$ cat src/rtl/dwp_pkg.sv
package dwp_pkg;
    localparam int BYTE_W = 8;
    localparam logic [3:0] DEV_ID   = 4'b0101;
    localparam logic [3:0] OP_LOAD  = 4'b1010;
    localparam logic [3:0] OP_STEP  = 4'b0010;
    localparam int NUM_CH = 2;

    typedef enum logic [2:0] {
        S_IDLE, S_ADDR, S_CMD, S_WDATA, S_ACK, S_READ, S_RACK, S_STEP
    } st_t;

    typedef struct packed {
        logic [3:0] op;
        logic       rsvd;
        logic       zd;
        logic       rt;
        logic       lt;
    } cmd_t;

    function automatic logic cmd_valid(cmd_t c);
        return ((c.op == OP_LOAD) || (c.op == OP_STEP)) && !c.rsvd && (c.rt || c.lt);
    endfunction
endpackage

$ cat src/rtl/dwp_line_sync.sv
module dwp_line_sync #(
    parameter int   STAGES  = 2,
    parameter logic RST_VAL = 1'b1
) (
    input  logic clk,
    input  logic rst,
    input  logic d,
    output logic level,
    output logic rise,
    output logic fall
);
    logic stg [0:STAGES];
    logic prev;

    assign stg[0] = d;

    for (genvar g = 0; g < STAGES; g++) begin : g_stage
        always_ff @(posedge clk) begin
            if (rst) stg[g+1] <= RST_VAL;
            else     stg[g+1] <= stg[g];
        end
    end

    always_ff @(posedge clk) begin
        if (rst) prev <= RST_VAL;
        else     prev <= stg[STAGES];
    end

    assign level = stg[STAGES];
    assign rise  = stg[STAGES] & ~prev;
    assign fall  = ~stg[STAGES] & prev;
endmodule

$ cat src/rtl/dwp_tap_reg.sv
module dwp_tap_reg #(
    parameter int W = 5
) (
    input  logic         clk,
    input  logic         rst,
    input  logic         load,
    input  logic [W-1:0] load_val,
    input  logic         step,
    input  logic         up,
    output logic [W-1:0] tap,
    output logic         upd
);
    localparam logic [W-1:0] TOP = '1;
    logic [W-1:0] stepped;

    always_comb begin
        if (up) stepped = (tap == TOP)  ? tap : tap + 1'b1;
        else    stepped = (tap == '0)   ? tap : tap - 1'b1;
    end

    always_ff @(posedge clk) begin
        if (rst) begin
            tap <= '0;
            upd <= 1'b0;
        end else begin
            upd <= load | step;
            if (load)      tap <= load_val;
            else if (step) tap <= stepped;
        end
    end
endmodule

$ cat src/rtl/dual_wiper_slave.sv
module dual_wiper_slave
    import dwp_pkg::*;
#(
    parameter int TAP_W       = 5,
    parameter int SYNC_STAGES = 2
) (
    input  logic             clk,
    input  logic             rst,
    input  logic [1:0]       addr_strap,
    input  logic             scl_in,
    input  logic             sda_in,
    output logic             sda_oe,
    output logic [TAP_W-1:0] left_tap,
    output logic [TAP_W-1:0] right_tap,
    output logic             zd_flag,
    output logic             left_upd,
    output logic             right_upd
);
    localparam int CNT_W = $clog2(BYTE_W + 1);

    logic scl_s, scl_rise, scl_fall;
    logic sda_s, sda_rise, sda_fall;
    logic start_ev, stop_ev;

    dwp_line_sync #(.STAGES(SYNC_STAGES), .RST_VAL(1'b1)) u_scl_sync (
        .clk(clk), .rst(rst), .d(scl_in), .level(scl_s), .rise(scl_rise), .fall(scl_fall));
    dwp_line_sync #(.STAGES(SYNC_STAGES), .RST_VAL(1'b1)) u_sda_sync (
        .clk(clk), .rst(rst), .d(sda_in), .level(sda_s), .rise(sda_rise), .fall(sda_fall));

    assign start_ev = sda_fall & scl_s;
    assign stop_ev  = sda_rise & scl_s;

    st_t               st, nxt;
    logic [CNT_W-1:0]  bitcnt;
    logic [BYTE_W-1:0] sh_in, sh_out;
    logic [NUM_CH-1:0] ch_sel;
    logic [1:0]        byte_cnt;
    logic              rd_right, mack, pend, pend_up, oe, zd_q;
    logic [NUM_CH-1:0] ld_sel, step_sel, upd;
    logic [TAP_W-1:0]  ld_val;
    logic              step_up;
    logic [TAP_W-1:0]  taps [NUM_CH];

    cmd_t              cmd_in;
    logic              addr_hit, both, wr_room;
    logic [NUM_CH-1:0] wr_target;
    logic [BYTE_W-1:0] lbyte, rbyte;

    assign cmd_in    = cmd_t'(sh_in);
    assign addr_hit  = (sh_in[BYTE_W-1:1] == {DEV_ID, 1'b0, addr_strap});
    assign both      = &ch_sel;
    assign wr_room   = both ? (byte_cnt < 2'd2) : (byte_cnt == 2'd0);
    assign wr_target = both ? ((byte_cnt == 2'd0) ? 2'b01 : 2'b10) : ch_sel;
    assign lbyte     = BYTE_W'(taps[0]);
    assign rbyte     = BYTE_W'(taps[1]);

    always_ff @(posedge clk) begin
        if (rst) begin
            st <= S_IDLE;  nxt <= S_IDLE;  bitcnt <= '0;
            sh_in <= '0;   sh_out <= '0;   ch_sel <= '0;  byte_cnt <= '0;
            rd_right <= 1'b0; mack <= 1'b0; pend <= 1'b0; pend_up <= 1'b0;
            oe <= 1'b0;    zd_q <= 1'b0;
            ld_sel <= '0;  ld_val <= '0;   step_sel <= '0; step_up <= 1'b0;
        end else begin
            ld_sel   <= '0;
            step_sel <= '0;
            if (start_ev) begin
                st <= S_ADDR; bitcnt <= '0; oe <= 1'b0; pend <= 1'b0;
            end else if (stop_ev) begin
                st <= S_IDLE; oe <= 1'b0; pend <= 1'b0;
            end else begin
                case (st)
                    S_ADDR, S_CMD, S_WDATA: begin
                        if (scl_rise) begin
                            sh_in  <= {sh_in[BYTE_W-2:0], sda_s};
                            bitcnt <= bitcnt + 1'b1;
                        end else if (scl_fall && bitcnt == CNT_W'(BYTE_W)) begin
                            st <= S_IDLE;
                            if (st == S_ADDR) begin
                                if (addr_hit) begin
                                    oe <= 1'b1; st <= S_ACK;
                                    nxt <= sh_in[0] ? S_READ : S_CMD;
                                end
                            end else if (st == S_CMD) begin
                                if (cmd_valid(cmd_in)) begin
                                    oe <= 1'b1; st <= S_ACK;
                                    ch_sel <= {cmd_in.rt, cmd_in.lt};
                                    zd_q <= cmd_in.zd;
                                    byte_cnt <= '0;
                                    nxt <= (cmd_in.op == OP_STEP) ? S_STEP : S_WDATA;
                                end
                            end else if (wr_room) begin
                                oe <= 1'b1; st <= S_ACK; nxt <= S_WDATA;
                                ld_sel <= wr_target;
                                ld_val <= sh_in[TAP_W-1:0];
                                byte_cnt <= byte_cnt + 1'b1;
                            end
                        end
                    end
                    S_ACK: if (scl_fall) begin
                        oe <= 1'b0; bitcnt <= '0; st <= nxt; pend <= 1'b0;
                        if (nxt == S_READ) begin
                            sh_out <= lbyte; oe <= ~lbyte[BYTE_W-1]; rd_right <= 1'b0;
                        end
                    end
                    S_READ: if (scl_fall) begin
                        if (bitcnt == CNT_W'(BYTE_W - 1)) begin
                            oe <= 1'b0; bitcnt <= '0; st <= S_RACK;
                        end else begin
                            bitcnt <= bitcnt + 1'b1;
                            sh_out <= {sh_out[BYTE_W-2:0], 1'b0};
                            oe     <= ~sh_out[BYTE_W-2];
                        end
                    end
                    S_RACK: begin
                        if (scl_rise) mack <= ~sda_s;
                        else if (scl_fall) begin
                            if (mack && !rd_right) begin
                                sh_out <= rbyte; oe <= ~rbyte[BYTE_W-1];
                                rd_right <= 1'b1; st <= S_READ;
                            end else st <= S_IDLE;
                        end
                    end
                    S_STEP: begin
                        if (scl_rise) begin
                            pend <= 1'b1; pend_up <= sda_s;
                        end else if (scl_fall && pend) begin
                            pend <= 1'b0; step_sel <= ch_sel; step_up <= pend_up;
                        end
                    end
                    default: ;
                endcase
            end
        end
    end

    for (genvar c = 0; c < NUM_CH; c++) begin : g_ch
        dwp_tap_reg #(.W(TAP_W)) u_tap (
            .clk(clk), .rst(rst), .load(ld_sel[c]), .load_val(ld_val),
            .step(step_sel[c]), .up(step_up), .tap(taps[c]), .upd(upd[c]));
    end

    logic in_step, in_idle;
    assign in_step   = (st == S_STEP);
    assign in_idle   = (st == S_IDLE);
    assign sda_oe    = oe;
    assign zd_flag   = zd_q;
    assign left_tap  = taps[0];
    assign right_tap = taps[1];
    assign left_upd  = upd[0];
    assign right_upd = upd[1];
endmodule

$ cat config.mk
export PLATFORM = sky130hd
export DESIGN_NAME = dual_wiper_slave
export DESIGN_NICKNAME = d
export VERILOG_FILES = /design/src/rtl/dwp_pkg.sv /design/src/rtl/dwp_line_sync.sv /design/src/rtl/dwp_tap_reg.sv /design/src/rtl/dual_wiper_slave.sv
export SDC_FILE = /design/constraint.sdc
export NUM_CORES = 1
export LEC_CHECK = 0
export BUFFER_PORTS_ARGS = -buffer_cell sky130_fd_sc_hd__buf_2
export CAP_MARGIN = 10
export CORE_MARGIN = 1
export CORE_UTILIZATION = 60
export DETAILED_ROUTE_END_ITERATION = 7
export GPL_ROUTABILITY_DRIVEN = 0
export PLACE_DENSITY = 0.85
export SYNTH_ARGS = -nofsm -noshare
export SYNTH_HDL_FRONTEND = slang
export SYNTH_SLANG_ARGS = --single-unit
export TNS_END_PERCENT = 20
$ cat constraint.sdc
create_clock -name clk -period 3.2 [get_ports clk]
set_input_delay 0.16 -clock clk [delete_from_list [all_inputs] [get_ports clk]]
set_output_delay 0.16 -clock clk [all_outputs]
set_load 0.02 [all_outputs]
-- Yosys cells after proc, flatten, opt, wreduce, memory -nomap -nowiden
Index checks and enable logic that the tools add are counted.
- register bits after elaboration: 63
- word-level logic and storage cells: 221
- input port bits: 6
- bitwise operators: 23
- $add $sub $neg: 6
- eq/ne operators: 44
- magnitude comparators: 1
- muxes and demuxes: 74
- reductions and logical operators: 45
- operators with widths (cell ; count):
    2-to-1 mux 3 bit ; 20
    AND reduction 8 bit ; 7
    2-to-1 mux 5 bit ; 10
    2-to-1 mux 7 bit ; 7
    != test 4 bit (second input constant) ; 9
    != test 2 bit (second input constant) ; 12
    2-to-1 mux 1 bit ; 22
    case mux 7 bit (3 select lines) ; 1
    2-to-1 mux 4 bit ; 4
    equality test 3 bit (second input constant) ; 5
    != test 3 bit (second input constant) ; 5
    NOT 1 bit ; 15
    case mux 3 bit (4 select lines) ; 1
    case mux 4 bit (3 select lines) ; 1
    AND reduction 4 bit ; 3
    AND reduction 11 bit ; 1
    adder 5 x 1 -> 5 bit (second input constant) ; 2
    equality test 5 bit (second input constant) ; 2
    zero test 5 bit ; 2
    2-to-1 mux 2 bit ; 5
    AND reduction 10 bit ; 1
    AND reduction 5 bit ; 2
    nonzero test 2 bit ; 5
    subtractor 5 x 1 -> 5 bit (second input constant) ; 2
    other kinds (28) ; 49

-- Depth between registers and ports, before layout
Gate-level depths: netlist of run 1.
- word-level depth: 12
- mapped depth: 8
- mapped depth without buffers: 7

-- Modules after synthesis
From an unflattened synthesis of run 1, not the netlist that was laid out.
- cells, all modules: 390
- area total of the unflattened synthesis: 3508.4 sq um
- by module, submodules not included (module ; sequential area each (sq um) ; area each (sq um) ; instances ; cells each):
    dual_wiper_slave ; 900.9 ; 2419.8 ; 1 ; 268
    dwp_tap_reg ; 120.1 ; 451.7 ; 2 ; 53
    dwp_line_sync ; 60.1 ; 92.6 ; 2 ; 8

-- Worst setup path after synthesis of run 1
OpenSTA, ideal clock, no wires.
- path kind: register to register
- from: register g_ch[0].u_tap.tap[0]
- to: register g_ch[0].u_tap.tap[4]
- stages on the path, launching flop included: 9
- arrival: 1.891 ns
- clock period less this slack: 1.982 ns
- path slack: 1.218 ns
- buffers on the path: 1
- library setup time: 0.091 ns
- data required time: 3.109 ns
- cells stage by stage: dfxtp_1 buf_2 inv_1 fa_1 nand2b_1 a21oi_1 xnor2_1 a21o_1 a311oi_1
- longest elaborated chain between the ends: 5
- elaborated cells between the ends (all ways): 12
- classes of those cells: add/sub: 2; eq/ne: 3; mux: 5; reduce/logical: 2
- ends and longest elaborated chain (what ; line ; source):
    start: declaration ; dwp_tap_reg.sv:10 ; output logic [W-1:0] tap,
    start signal: assignment ; dwp_tap_reg.sv:27 ; if (load) tap <= load_val;
    start signal: assignment ; dwp_tap_reg.sv:28 ; else if (step) tap <= stepped;
    subtractor 5 x 1 -> 5 bit or adder 5 x 1 -> 5 bit (tied branches) ; dwp_tap_reg.sv:18, dwp_tap_reg.sv:17 ;
    2-to-1 mux 5 bit (on tied branches) ; dwp_tap_reg.sv:18, dwp_tap_reg.sv:17 ;
    2-to-1 mux 5 bit ; dwp_tap_reg.sv:17 ; if (up) stepped = (tap == TOP) ? tap : tap + 1'b1;
    2-to-1 mux 5 bit ; dwp_tap_reg.sv:28 ;
    2-to-1 mux 5 bit ; dwp_tap_reg.sv:27 ;
Parallel ways exist; a longest one is shown, timed or not. The select of a mux whose other input is x is not followed.
A chain may end at the register's enable or synchronous reset.

-- Worst setup path in the final report of run 1
- from: register st[2]
- to: register bitcnt[2]
- longest elaborated chain between the ends: 4
- elaborated cells between the ends (all ways): 12
- classes of those cells: eq/ne: 8; mux: 1; reduce/logical: 3
- ends and longest elaborated chain (what ; line ; source):
    start: declaration ; dual_wiper_slave.sv:33 ; st_t st, nxt;
    start signal: assignment ; dual_wiper_slave.sv:59 ; st <= S_IDLE; nxt <= S_IDLE; bitcnt <= '0;
    start signal: assignment ; dual_wiper_slave.sv:68 ; st <= S_ADDR; bitcnt <= '0; oe <= 1'b0; pend <= 1'b0;
    start signal: assignment ; dual_wiper_slave.sv:70 ; st <= S_IDLE; oe <= 1'b0; pend <= 1'b0;
    equality test 3 x 1 -> 1 bit or equality test 3 x 2 -> 1 bit (tied branches) ; dual_wiper_slave.sv:72 ; case (st)
    OR reduction 3 bit ; dual_wiper_slave.sv:72 ;
    != test 2 bit (no line) or nonzero test 3 bit (tied branches) ; n/a ;
    AND reduction 5 bit (no line) ; n/a ;
    end signal: assignment ; dual_wiper_slave.sv:76 ; bitcnt <= bitcnt + 1'b1;
    end signal: assignment ; dual_wiper_slave.sv:110 ; bitcnt <= bitcnt + 1'b1;
    end: declaration ; dual_wiper_slave.sv:34 ; logic [CNT_W-1:0] bitcnt;
Parallel ways exist; a longest one is shown, timed or not.

==> results.py, run 1 <==
metrics = {
    "logic_synthesis": {
        "synth.distinct_cells": 73,
        "yosysSeqAreaShare": 0.376,
        "number_of_enable_type_register_cells_in_the_synthesized_netlist": 0,
        "synth.yosys.warnings": 0,
        "synthTopCellsByArea": "dfxtp_1, mux2i_1, nor2_1",
        "top_reg_cell_synth": "dfxtp_1",
        "synth.net_count": 403,
        "synth.largest_area_cell": "dfxtp_1",
        "synth_commonest_cells": "dfxtp_1, nor2_1, nand2_1, a21oi_1, inv_1",
        "average_cell_area_after_synthesis_um2": 8.70,
        "most_repeated_cell_in_the_gate_level_netlist_after_synthesis": "dfxtp_1",
        "async_reset_ff_frac": 0,
        "synthesis_stage_register_bit_count": 63,
        "netlist_area_pre_place_mm2": 0.00336,
        "syn-instance-count": 386,
        "synth_top_area_frac": 0.376,
    },
    "critical_path": {
        "critical-path-max-stage-delay_ns": 0.73,
        "cp.required_ns": 3.47,
        "arrival_ns": 2.61,
        "cp_max_fo": 19,
        "timing.critical_path.buf_inv": 1,
        "worst_setup_path_start_kind": "flop",
        "critPathCaptureType": "flop",
        "setup.worst_path.start": "st[2]",
        "cpLargestDelayFamily": "simple AND/OR/NAND/NOR gates",
        "criticalPathCategory": "flop to flop",
        "critical_path.reg2reg.startpoint": "st[2]",
        "crit_path_cells": "inv_1, nor2_1, a21oi_2, or4b_1, a211oi_2",
        "crit_path_top_delay_cell": "dfxtp_1",
    },
    "outcome": {
        "outcome": "completed",
    },
    "die": {
        "ios": 20,
        "num_rows": 26,
        "floorplan.initialDensity": 0.641,
        "floorplan.core_area_mm2": 0.00524,
        "die-area_mm2": 0.00590,
        "die_extent_in_x_um": 76.8,
        "dieHeight_um": 76.8,
    },
    "finish": {
        "finalNetCount": 420,
        "drive_above_1_share": 0.157,
        "diodes": 0,
        "flip_flop_and_latch_area_mm2": 0.00126,
        "total_of_fill_cells_in_the_finished_design": 422,
        "areaGrowthSynthToFinish_pct": 11.3,
        "multi_input_area_mm2": 0.00192,
    },
    "global_routing": {
        "antenna_found_initial": 0,
        "grt_overflow": 0,
        "wire_length_of_the_first_global_routing_pass_mm": 13.5,
        "grt_max_degree": 35,
        "track_usage": 0.288,
        "first_global_vias": 2740,
    },
    "timing": {
        "finalClockSkew_ns": 0.0129,
        "finalMaxSlewViolations": 0,
        "final.min_clock_period_ns": 2.34,
        "setup-violations-final": 0,
        "fin_tns_setup_ns": 0,
        "rsz0062_at_grt": "false",
        "hold_viol": 0,
        "timing.fmax_mhz": 427,
        "worst_hold_slack_ns": 0.241,
        "worst_pin_slew_ns": 0.831,
        "timing.max_slew.rel_slack": 0.445,
        "finalCritPeriodShare": 0.732,
    },
    "min_path": {
        "min-delay-start": "rst",
        "hold_path_class": "primary input to flop",
    },
    "pwr": {
        "share_comb_of_total_power": 0.029,
        "sw_frac_of_total": 0.214,
        "power.sequential.fraction": 0.464,
        "internal-power_mw": 1.35,
        "power.density_mw_per_mm2": 460,
        "share_clk_of_total_power": 0.508,
        "p_leak_nw": 1.35,
        "netSwitchingPower_mw": 0.368,
        "vdd_drop_max_mv": 0.385,
    },
    "route": {
        "remaining_drc_errors": 0,
        "routed_wl_mm": 7.80,
        "detail_route.first_pass.iterations": 7,
        "vias_per_cell": 6.23,
        "via_count": 2979,
        "routedWlPerCell_um": 16.3,
        "drt_iter0_drc": 370,
        "ant_nets": 0,
    },
    "clock_network": {
        "tritoncts": "done",
        "cts.sink_count": 63,
        "cts_inserted_buffers": 9,
        "path_clk_slew_ns": 0.08,
        "cts_root_buffer": "clkbuf_8",
        "deepest_level_of_the_cts_h_tree": 3,
        "worstSkewPairLatency_ns": 0.35,
        "maximum_clock_path_buffer_count": 2,
        "cts_setup_buffers": 0,
        "holdBufCountCts": 2,
        "cts_resized": 0,
    },
    "placement": {
        "detailed_place_hpwl_mm": 5.36,
        "port_buffer_count": 19,
    },
    "job": {
        "max_cap_viol_count": 0,
    },
}
## worst paths after layout
path	end	slack, ns	cells after the start
min	mack	0.24	2
max	bitcnt[2]	0.86	5
max reg2reg	bitcnt[2]	0.86	5
min reg2reg	u_sda_sync.level	0.41	1
## cells in the final DEF, fill, tap and decap left out, types with 3 or more instances in the layout
master      n
dfxtp_1    63
nor2_1     37
nand2_1    33
a21oi_1    25
inv_1      21
buf_2      19
nand3_1    18
mux2i_1    18
nand2b_1   10
clkbuf_8   10
ha_1        9
or2_2       8
o21ai_0     7
a21o_1      7
xnor2_1     7
o221ai_1    5
nor2b_1     5
a31oi_1     5
a311oi_1    5
nor4_1      4
a221oi_1    4
nor3_1      4
inv_2       3
nor3b_1     3
a211o_1     3
xor2_1      3
nand4_1     3
a211oi_1    3
bufinv_16   3
## state kept, by name, summed over array words and instances (netlist names), 2 cells and up
name / flops
ch_sel: 2
st: 3
byte_cnt: 2
g_ch.u_tap.tap: 10
ld_sel: 2
step_sel: 2
ld_val: 5
nxt: 3
sh_out: 7
cmd_in: 8
bitcnt: 4
g_ch.u_tap.upd: 2
## final cells by class
type / instances / area share
clock buffer: 10 / 0.0368
sequential: 63 / 0.337
clock inverter: 6 / 0.0308
multi-input combinational: 283 / 0.515
tap: 70 / 0.0234
inverter: 24 / 0.0241
timing repair buffer: 22 / 0.0328
## worst reg2reg max path: cells and delay by family (launching register included)
family                 cells  cell delay, ns
AO/OA/AOI/OAI              2            0.39
buffers and inverters      1            0.26
flip-flops                 1            0.73
AND/OR/NAND/NOR            2            0.88
## routing by layer
layer / global-route usage / vias up / wire [um]
li1: - / 1434 / -
met1: 0.380 / 1414 / 3460
met2: 0.453 / 120 / 3700
met3: 0.0798 / 11 / 559
met4: 0.0923 / 0 / 83
met5: 0 / - / 0
## power by group through the flow
stage,Sequential [mW],Clock (mW),Combinational [mW]
after floorplan,0.809,0,0.0384
after global placement,0.814,0,0.0451
after detailed placement,0.815,0,0.0463
after CTS,0.796,0.881,0.0484
after global routing,0.798,0.918,0.0534
final,0.797,0.872,0.0490
## logic make-up after synthesis
group,synth area share
AOI/OAI and AO/OA,0.200
xor gates and xnor gates,0.0261
adders and majority gates,0.0455
buffers and inverters,0.0514
DFF,0.376
muxes,0.0537
and+or+nand+nor,0.248
## through the flow
step	setup WS [ns]	total power, mW	area [um^2]	utilization	instances
global route	0.644	1.77	3740	0.714	478
global placement	1.01	0.860	3460	0.661	460
finish	0.857	1.72	3740	0.714	478
detailed placement	0.950	0.861	3460	0.661	460
floorplan	1.22	0.848	3360	-	386
CTS	0.917	1.73	3740	0.714	478
Note: power is estimated with default switching activity, not from simulation.
==> run 2, diff against run 1 <==
- CORE_UTILIZATION: 60 -> 55
- PLACE_DENSITY: 0.85 -> 0.82
- clock period: 3.2 -> 1.9 ns (I/O delays scaled with it)
==> run 2 against run 1 <==
- the flow now finishes with violations (negative setup slack)
- largest cell class unchanged
- routed wire length rose by 12%
- clock power increased by 40%
- total power grew 55%
- via count increased by 7.0%
- combinational power rose by 110%
- final cell count is 9.0% higher
- clock skew decreased by 0.0068 ns
- global-route usage rose by 0.59 points
- largest power group is now sequential cells
- critical path depth is the same
- sequential share of layout area decreased by 2.2 points
- cell area up 7.7%
==> results.py, run 2 (same netlist as run 1, synthesis figures left out) <==
metrics = {
    "route": {
        "via_count": 3187,
        "routedWlPerCell_um": 16.7,
        "detail_route.first_pass.iterations": 5,
        "routed_wl_mm": 8.71,
        "drt_iter0_drc": 230,
        "remaining_drc_errors": 0,
        "vias_per_cell": 6.12,
        "ant_nets": 0,
    },
    "finish": {
        "drive_above_1_share": 0.256,
        "layout_commonest_cell": "dfxtp_1",
        "diodes": 0,
        "final_cells": 521,
        "finalNetCount": 458,
        "areaGrowthSynthToFinish_pct": 19.9,
        "top_register": "g_ch.u_tap.tap",
        "postLayoutCoreUtil": 0.680,
        "layout_common_cells": "dfxtp_1, buf_4, nor2_1",
        "largest_register_ff_count": 10,
    },
    "timing": {
        "finalMaxSlewViolations": 0,
        "final.min_clock_period_ns": 1.90,
        "worst_pin_slew_ns": 0.589,
        "finalClockSkew_ns": 0.00615,
        "hold_viol": 0,
        "fin_ws_ns": -0.000797,
        "finalCritPeriodShare": 1.00,
        "rsz0062_at_grt": "true",
        "timing.fmax_mhz": 526,
        "setup-violations-final": 1,
        "timing.max_slew.rel_slack": 0.605,
    },
    "die": {
        "ios": 20,
        "dieHeight_um": 80.1,
        "floorplan.initialDensity": 0.567,
        "die-area_mm2": 0.00642,
        "num_rows": 28,
        "floorplan.core_area_mm2": 0.00592,
        "die_extent_in_x_um": 80.1,
    },
    "clock_network": {
        "path_clk_slew_ns": 0.06,
        "cts_root_buffer": "clkbuf_8",
        "maximum_clock_path_buffer_count": 2,
        "deepest_level_of_the_cts_h_tree": 3,
        "cts_inserted_buffers": 9,
        "cts.sink_count": 63,
        "worstSkewPairLatency_ns": 0.35,
        "tritoncts": "done",
    },
    "global_routing": {
        "first_global_vias": 2990,
        "antenna_found_initial": 0,
        "wire_length_of_the_first_global_routing_pass_mm": 14.1,
        "track_usage": 0.294,
        "grt_max_degree": 34,
        "grt_overflow": 0,
    },
    "outcome": {
        "violations": "negative setup slack",
        "outcome": "finished with violations",
    },
    "pwr": {
        "netSwitchingPower_mw": 0.582,
        "share_clk_of_total_power": 0.457,
        "power.sequential.fraction": 0.503,
        "internal-power_mw": 2.08,
        "vdd_drop_max_mv": 0.571,
        "power.density_mw_per_mm2": 660,
        "share_comb_of_total_power": 0.039,
        "p_leak_nw": 1.52,
        "sw_frac_of_total": 0.219,
    },
    "job": {
        "max_cap_viol_count": 0,
    },
    "critical_path": {
        "cp_max_fo": 3,
        "arrival_ns": 2.11,
        "worst_setup_path_start_kind": "flop",
        "criticalPathCategory": "flop to flop",
        "cp.required_ns": 2.11,
        "critPathCaptureType": "flop",
    },
    "placement": {
        "detailed_place_hpwl_mm": 6.01,
        "port_buffer_count": 19,
        "post-place-cells": 500,
    },
    "min_path": {
        "hold_path_class": "primary input to flop",
    },
}
run 2: changes by cell type in the layout (fill, tap and decap cells not counted), moves of 2 or more:
| cell | before | now |
|---|---|---|
| buf_4 | 1 | 38 |
| dfxtp_1 | 63 | 58 |
| dfxtp_2 | 0 | 4 |
| bufinv_16 | 3 | 1 |
| clkbuf_8 | 10 | 12 |
| clkinv_2 | 0 | 2 |
| inv_6 | 2 | 0 |
| nand3_1 | 18 | 16 |
| nand3_2 | 0 | 2 |
run 2: per-layer routing:
metal  vias up  GRT usage  share of wire
met4         0      0.198          0.032
met2       146      0.473           0.47
met1      1506      0.353           0.42
li1       1506          -              -
met5         -          0              0
met3        29     0.0602          0.070
run 2: layout make-up:
class                      instances  area, um^2
clock inverter                     3        40.0
inverter                          24        90.1
multi-input combinational        283        1960
tap                               75        93.8
timing repair buffer              60         405
clock buffer                      13         169
sequential                        63        1270
fill                             470        1890
run 2: through the flow:
stage          power [mW]   TNS [ns]  hold WS, ns  setup WS (ns)  cell area (um^2)
2_1_floorplan        1.43    -0.0271        0.199        -0.0271              3360
3_3_place_gp         1.46          0        0.278         0.0784              3740
3_5_place_dp         1.46          0        0.281        0.00502              3740
4_1_cts              2.68          0        0.140         0.0169              3970
5_1_grt              2.75   -0.00794        0.157       -0.00794              4030
6_report             2.66  -0.000797        0.145      -0.000797              4030
run 2: critical path, stage by stage, from the launching register on:
cell	delay [ns]
dfxtp_1	0.34
nand4bb_1	0.20
or4_1	0.55
nor2b_1	0.21
nor3_1	0.33
a221oi_1	0.13
run 2: repair_timing:
action | 4_1_cts | 5_1_grt
pin swaps | 0 | 1
hold buffers | 2 | 0
hold endpoints to repair | 2 | 0
buffers inserted | 0 | 3
setup endpoints to repair | 3 | 14
gates resized for setup | 3 | 10
run 2: final timing paths:
check / from / end / slack (ns) / cells after the start
hold / removal: rst / cmd_in[3] / 0.14 / 2
hold reg to reg: u_sda_sync.stg[1] / u_sda_sync.level / 0.41 / 1
setup reg to reg: cmd_in[7] / nxt[0] / -0.0008 / 5
setup / recovery: cmd_in[7] / nxt[0] / -0.0008 / 5
run 2: power by group through the flow:
stage	clock (mW)	combinational, mW	sequential, mW
after CTS	1.23	0.102	1.34
after global routing	1.30	0.111	1.34
final	1.22	0.104	1.34
after floorplan	0	0.0647	1.36
after detailed placement	0	0.0953	1.37
after global placement	0	0.0927	1.37
